**src/rtl/sync_clkdiv.sv**
```systemverilog
module sync_clkdiv #(
  parameter int DIVW = 3
) (
  input  logic       clk,
  input  logic       rst_n,
  input  logic       sync_pin,
  input  logic       wr_en,
  input  logic [1:0] addr,
  input  logic [7:0] wdata,
  output logic [7:0] rdata,
  output logic       div_en
);

  logic [2:0]      ctrl;
  logic [1:0]      pcfg;
  logic [DIVW-1:0] ratio;
  logic [DIVW-1:0] cnt;
  logic            s1, s2, s3;

  wire master  = ctrl[0];
  wire gate    = ctrl[1];
  wire oneshot = ctrl[2];
  wire wr_ctrl = wr_en && (addr == 2'd0);

  wire edge_hit = pcfg[1] ? (s2 && !s3) : (!s2 && s3);
  wire evt      = pcfg[0] ? edge_hit : s2;
  wire qual     = evt && master && gate;

  always_ff @(posedge clk or negedge rst_n) begin
    if (!rst_n) begin
      s1 <= 1'b0;
      s2 <= 1'b0;
      s3 <= 1'b0;
    end else begin
      s1 <= sync_pin;
      s2 <= s1;
      s3 <= s2;
    end
  end

  always_ff @(posedge clk or negedge rst_n) begin
    if (!rst_n) begin
      ctrl  <= '0;
      pcfg  <= '0;
      ratio <= '0;
    end else begin
      if (wr_ctrl)
        ctrl <= wdata[2:0];
      else if (qual && oneshot)
        ctrl[1] <= 1'b0;
      if (wr_en && addr == 2'd1) pcfg  <= wdata[1:0];
      if (wr_en && addr == 2'd2) ratio <= wdata[DIVW-1:0];
    end
  end

  always_ff @(posedge clk or negedge rst_n) begin
    if (!rst_n)
      cnt <= '0;
    else if (qual || cnt >= ratio)
      cnt <= '0;
    else
      cnt <= cnt + 1'b1;
  end

  assign div_en = (cnt == '0);

  always_comb begin
    case (addr)
      2'd0:    rdata = {5'b0, ctrl};
      2'd1:    rdata = {6'b0, pcfg};
      2'd2:    rdata = {{(8-DIVW){1'b0}}, ratio};
      default: rdata = 8'h00;
    endcase
  end

  AST_RATIO_ONE: assert property (@(posedge clk) disable iff (!rst_n)
    (ratio == '0 && $past(ratio) == '0) |-> div_en);

  AST_GATE_CLOSED: assert property (@(posedge clk) disable iff (!rst_n)
    (!(master && gate) && cnt < ratio) |=> cnt == DIVW'($past(cnt) + 1'b1));

  AST_REALIGN: assert property (@(posedge clk) disable iff (!rst_n)
    qual |=> div_en);

  AST_ONESHOT_CLEAR: assert property (@(posedge clk) disable iff (!rst_n)
    (qual && oneshot && !wr_ctrl) |=> !gate);

  AST_WRITE_WINS: assert property (@(posedge clk) disable iff (!rst_n)
    wr_ctrl |=> ctrl == $past(wdata[2:0]));

  AST_RESERVED_ZERO: assert property (@(posedge clk) disable iff (!rst_n)
    (addr == 2'd3) |-> rdata == 8'h00);

endmodule

```
**config.mk**
```make
export PLATFORM = sky130hd
export DESIGN_NAME = sync_clkdiv
export DESIGN_NICKNAME = d
export VERILOG_FILES = /design/src/rtl/sync_clkdiv.sv
export SDC_FILE = /design/constraint.sdc
export NUM_CORES = 1
export LEC_CHECK = 0
export ABC_AREA = 1
export CAP_MARGIN = 30
export CELL_PAD_IN_SITES_DETAIL_PLACEMENT = 2
export CELL_PAD_IN_SITES_GLOBAL_PLACEMENT = 2
export CORE_ASPECT_RATIO = 0.6
export CORE_MARGIN = 3
export CORE_UTILIZATION = 27
export DETAILED_ROUTE_END_ITERATION = 6
export PLACE_DENSITY = 0.82
export SLEW_MARGIN = 25
export SYNTH_ARGS = -nofsm -noshare
export SYNTH_HDL_FRONTEND = slang
export SYNTH_SLANG_ARGS = --single-unit
```
**constraint.sdc**
```tcl
create_clock -name clk -period 3.6 [get_ports clk]
set_input_delay 0.54 -clock clk [delete_from_list [all_inputs] [get_ports clk]]
set_output_delay 0.54 -clock clk [all_outputs]
set_load 0.02 [all_outputs]
```
Word level (Yosys, flattened, before mapping)
Cells that the tools add are included.
W data, S select, Z words.
{ "word_totals": {"mem_bits_ro": 0, "latchBits": 0, "out_inout_bits": 9, "memories": 0, "input_bits": 14, "ramBits": 0, "wordCells": 32, "ff_bits": 14} }
{ "op_classes": {"bitwise": 0, "div": 0, "muxes": 6, "n_addsub": 1, "reduce_logical": 14, "eq_ne": 2, "order_cmp": 1, "mul": 0, "n_shift": 0} }
{ "op_table": {"columns": ["cell", "n"], "rows": [
  ["$pmux W3 S3", 1],
  ["$logic_and A1 B1 Y1", 8],
  ["$mux W1", 4],
  ["$add A3 B1 Y3 const B", 1],
  ["$ge A3 B3 Y1", 1],
  ["$logic_not A3 Y1", 1],
  ["$mux W3", 1],
  ["$eq A2 B1 Y1 const B", 1],
  ["$eq A2 B2 Y1 const B", 1],
  ["$logic_not A1 Y1", 2],
  ["$logic_not A2 Y1", 1],
  ["$reduce_bool A2 Y1", 1],
  ["$logic_or A1 B1 Y1", 1]
]} }

Depth between registers and ports, before layout
{ "depth": {"ltp_word": 9, "ltp_mapped": 7, "ltp_nobuf": 7} }

Worst setup path before layout
No wires, ideal clock.
{ "synth_timing": {"path_type": "in2out", "from": "input port addr[1]", "to": "output port rdata[2]", "setup_slack_ns": 1.894, "n_path_buf": 0, "path_stages": 2, "arrival_ns": 1.166, "t_required_ns": 3.060, "cell_sequence": "inv_1 o31ai_1"} }
{ "synth_between": {"elab_chain_cells": 2, "elab_cells_between_ends": 4} }
{ "synth_rtl": {"columns": ["element", "line_no", "text"], "rows": [
  ["from (decl)", "8", "input logic [1:0] addr,"],
  ["$eq A2 B2 Y1, or another cell as far along", "68", "case (addr)"],
  ["$pmux W3 S3 (*)", "68", null],
  ["to (decl)", "10", "output logic [7:0] rdata,"]
]} }
Every way passes the cells marked *; elsewhere a longest branch is shown, timed or not.

Final worst setup path
Ends and elaborated chain as after synthesis.

==> run_results.csv <==
group,metric,value,unit
global_route,grt_pass1_vias,684,
hold_path,worstHoldStart,"s1",
sta,finalWorstSetupSlack,0.891,ns
sta,setup_viol,0,
drt,antenna_left,0,
setup_path,rrSetupSlack,2.16,ns
status,status,"finished clean",
yosys,synthAdderAreaFrac,0.0822,
placement,hpwlAfterDp,1.65,mm
yosys,synth_cells,94,
sta,slew-limit-headroom,0.583,
final_layout,fin_nets,129,
sta,fin_setup_tns,0,ns
placement,post-place-cells,137,
placement,io_buffers,12,
global_route,grtUsageMet1,0.174,
sta,maxClockFrequency,369,MHz
die,coreArea,2590,sq um
yosys,synth.yosys.seq_area_share,0.461,
clocking,cts.repair.resized,0,
global_route,grt_usage,0.129,
yosys,avgSynthCellArea,8.09,sq um
power,ir_drop,0.286,mV
placement,gp_congestion,0.682,
setup_path,crit_fanout,5,
final_layout,n_antenna_cell,0,
yosys,yosys.area_share.simple,0.225,
global_route,grt_first_pass_wirelength,3.23,mm
setup_path,worstPathRequired,3.06,ns
setup_path,crit_arrival,2.17,ns
setup_path,r2r_cells,7,
drt,drc,0,
yosys,synth-seq-cells,14,
global_route,met3_usage,0.0449,
final_layout,drive_gt1_frac,0.0556,
drt,vias,626,
global_route,top_usage_layer,"met2",
sta,hold_slack,0.356,ns
sta,drv_slew,0,
hold_path,holdPathEnd,"s2",
setup_path,critPathCaptureType,"primary output",
drt,wire_per_inst,13.8,um
clocking,cts_buffers,3,
clocking,cts_tree,"built",
yosys,synth_top_family_by_area,"simple AND/OR/NAND/NOR gates",
clocking,post-cts-setup-buffers,0,
yosys,synth_mux_area_frac,0,
final_layout,multiInputGateArea,317,sq um
clocking,cts_max_path_buffers,2,
placement,dp_worst_setup_slack,0.897,ns
flow_run,drv_cap,0,
yosys,synth_area,761,sq um
sta,rsz0062_at_grt,"false",
die,boundaryPins,23,
setup_path,reg2reg_to,"cnt[0]",
final_layout,fill_cells,300,
sta,finClkSkew,0.00273,ns
die,fp.dieH,47.1,um
power,powerDensity,554,nW/um^2
sta,worstMarginPinSlew,0.623,ns
die,start_util,0.293,
die,die_x,74.5,um
sta,min_period,2.71,ns
final_layout,finalNonFillerCells,140,
yosys,synth_cell_types,19,
power,leakagePower,0.489,nW
yosys,yosys_warnings,0,
clocking,cts_htree_levels,1,
power,fin_total_pwr,0.000520,W
hold_path,hold_depth,0,
die,rows,14,
sta,finalHoldViolCount,0,
setup_path,critical_path_class,"in2out",
die,die-area,3510,sq um
global_route,grt-ovfl-total,0,
setup_path,cp-start-kind,"input port",
global_route,grt_antenna_before_repair,0,
sta,finalCritPeriodShare,0.753,
clocking,worst_skew_pair.late_latency,0.24,ns
clocking,hold_buffers,0,
setup_path,r2r-start,"ratio[2]",
global_route,grt_max_degree,15,
drt,drt_iter0_markers,4,
drt,wl,1.93,mm
hold_path,min_path_type,"reg2reg",
clocking,path_clk_slew,0.05,ns
final_layout,regArea,350,sq um
yosys,synth-compound-area-share,0.0724,
drt,vias_per_cell,4.47,
clocking,cts_root_buf,"clkbuf_8",
drt,drt_pass1_iterations,4,
yosys,synth_xor_area_frac,0.0115,
final_layout,syn2layout_area_growth,23.5,%
global_route,met2_usage,0.208,
clocking,cts.sinks,14,
-- state kept, by name (all words and copies together), names as in the netlist --
signal and count:
cnt 3, s1 1, ratio 3, s2 1
ctrl 3, s3 1, pcfg 2
-- through the flow --
step | utilization | cell area (sq um)
finish | 0.362 | 940
global placement | 0.347 | 898
floorplan | - | 776
global route | 0.362 | 940
detailed placement | 0.347 | 898
CTS | 0.362 | 940
-- cell usage in the layout, fill, tap and decap left out, types with 3 or more instances in the layout --
cell type,n
clkbuf_8,3
nand3_1,9
clkdlybuf4s50_1,12
conb_1,5
ha_1,5
dfrtp_1,14
inv_1,18
nand2_1,19
nor2_1,6
o21ai_0,7
-- final cells by class --
class,instances,area share
flip-flops and latches,14,0.373
multi-input cells,60,0.337
repair buffers,12,0.128
inverters,19,0.0759
clock buffers,3,0.0439
well taps,32,0.0426
-- cell usage after synthesis --
cell type	number	area, sq um
o31ai_1	1	7.51
nand3b_1	1	7.51
nor2_1	6	22.5
o21ai_0	7	35.0
nand3_1	9	45.0
nand4_1	1	6.26
nand2_1	19	71.3
nor2_2	1	6.26
nand2_2	1	6.26
ha_1	5	62.6
conb_1	1	3.75
dfrtp_1	14	350
a21oi_1	1	5.00
inv_1	18	67.6
buf_4	5	37.5
and3_1	1	6.26
xnor2_1	1	8.76
o211ai_1	1	7.51
inv_2	1	3.75
-- critical path, cell delays in order --
cell	delay [ns]
clkdlybuf4s50_1	0.60
inv_1	0.12
o31ai_1	0.26
clkdlybuf4s50_1	0.65
-- cells by family (layout without fill, tap and decap cells) --
| kind of cell | Yosys count | in the layout |
|---|---|---|
| xor+xnor | 1 | 1 |
| simple gates | 39 | 39 |
| compound gates | 10 | 10 |
| flops | 14 | 14 |
| other cells | 1 | 5 |
| buf+inv | 24 | 34 |
| fa+ha+maj | 5 | 5 |
-- worst max path at each step --
stage	startpoint	end	cells past startpoint
final	addr[1]	rdata[2]	4
after global routing	addr[0]	rdata[1]	5
after CTS	addr[0]	rdata[1]	5
after detailed placement	addr[0]	rdata[1]	5
after global placement	addr[0]	rdata[1]	5
after floorplan	addr[1]	rdata[2]	2
-- metal layers --
metal	routed length (um)	vias up
met5	0	-
met4	0	0
met3	106	0
met2	831	17
met1	992	299
li1	-	310
-- where the power goes --
| group | internal (W) | switching (W) |
|---|---|---|
| sequential | 0.000186 | 0.0000259 |
| clock | 0.0000739 | 0.0000517 |
| combinational | 0.0000771 | 0.000106 |
Note: power is estimated with default switching activity, not from simulation.
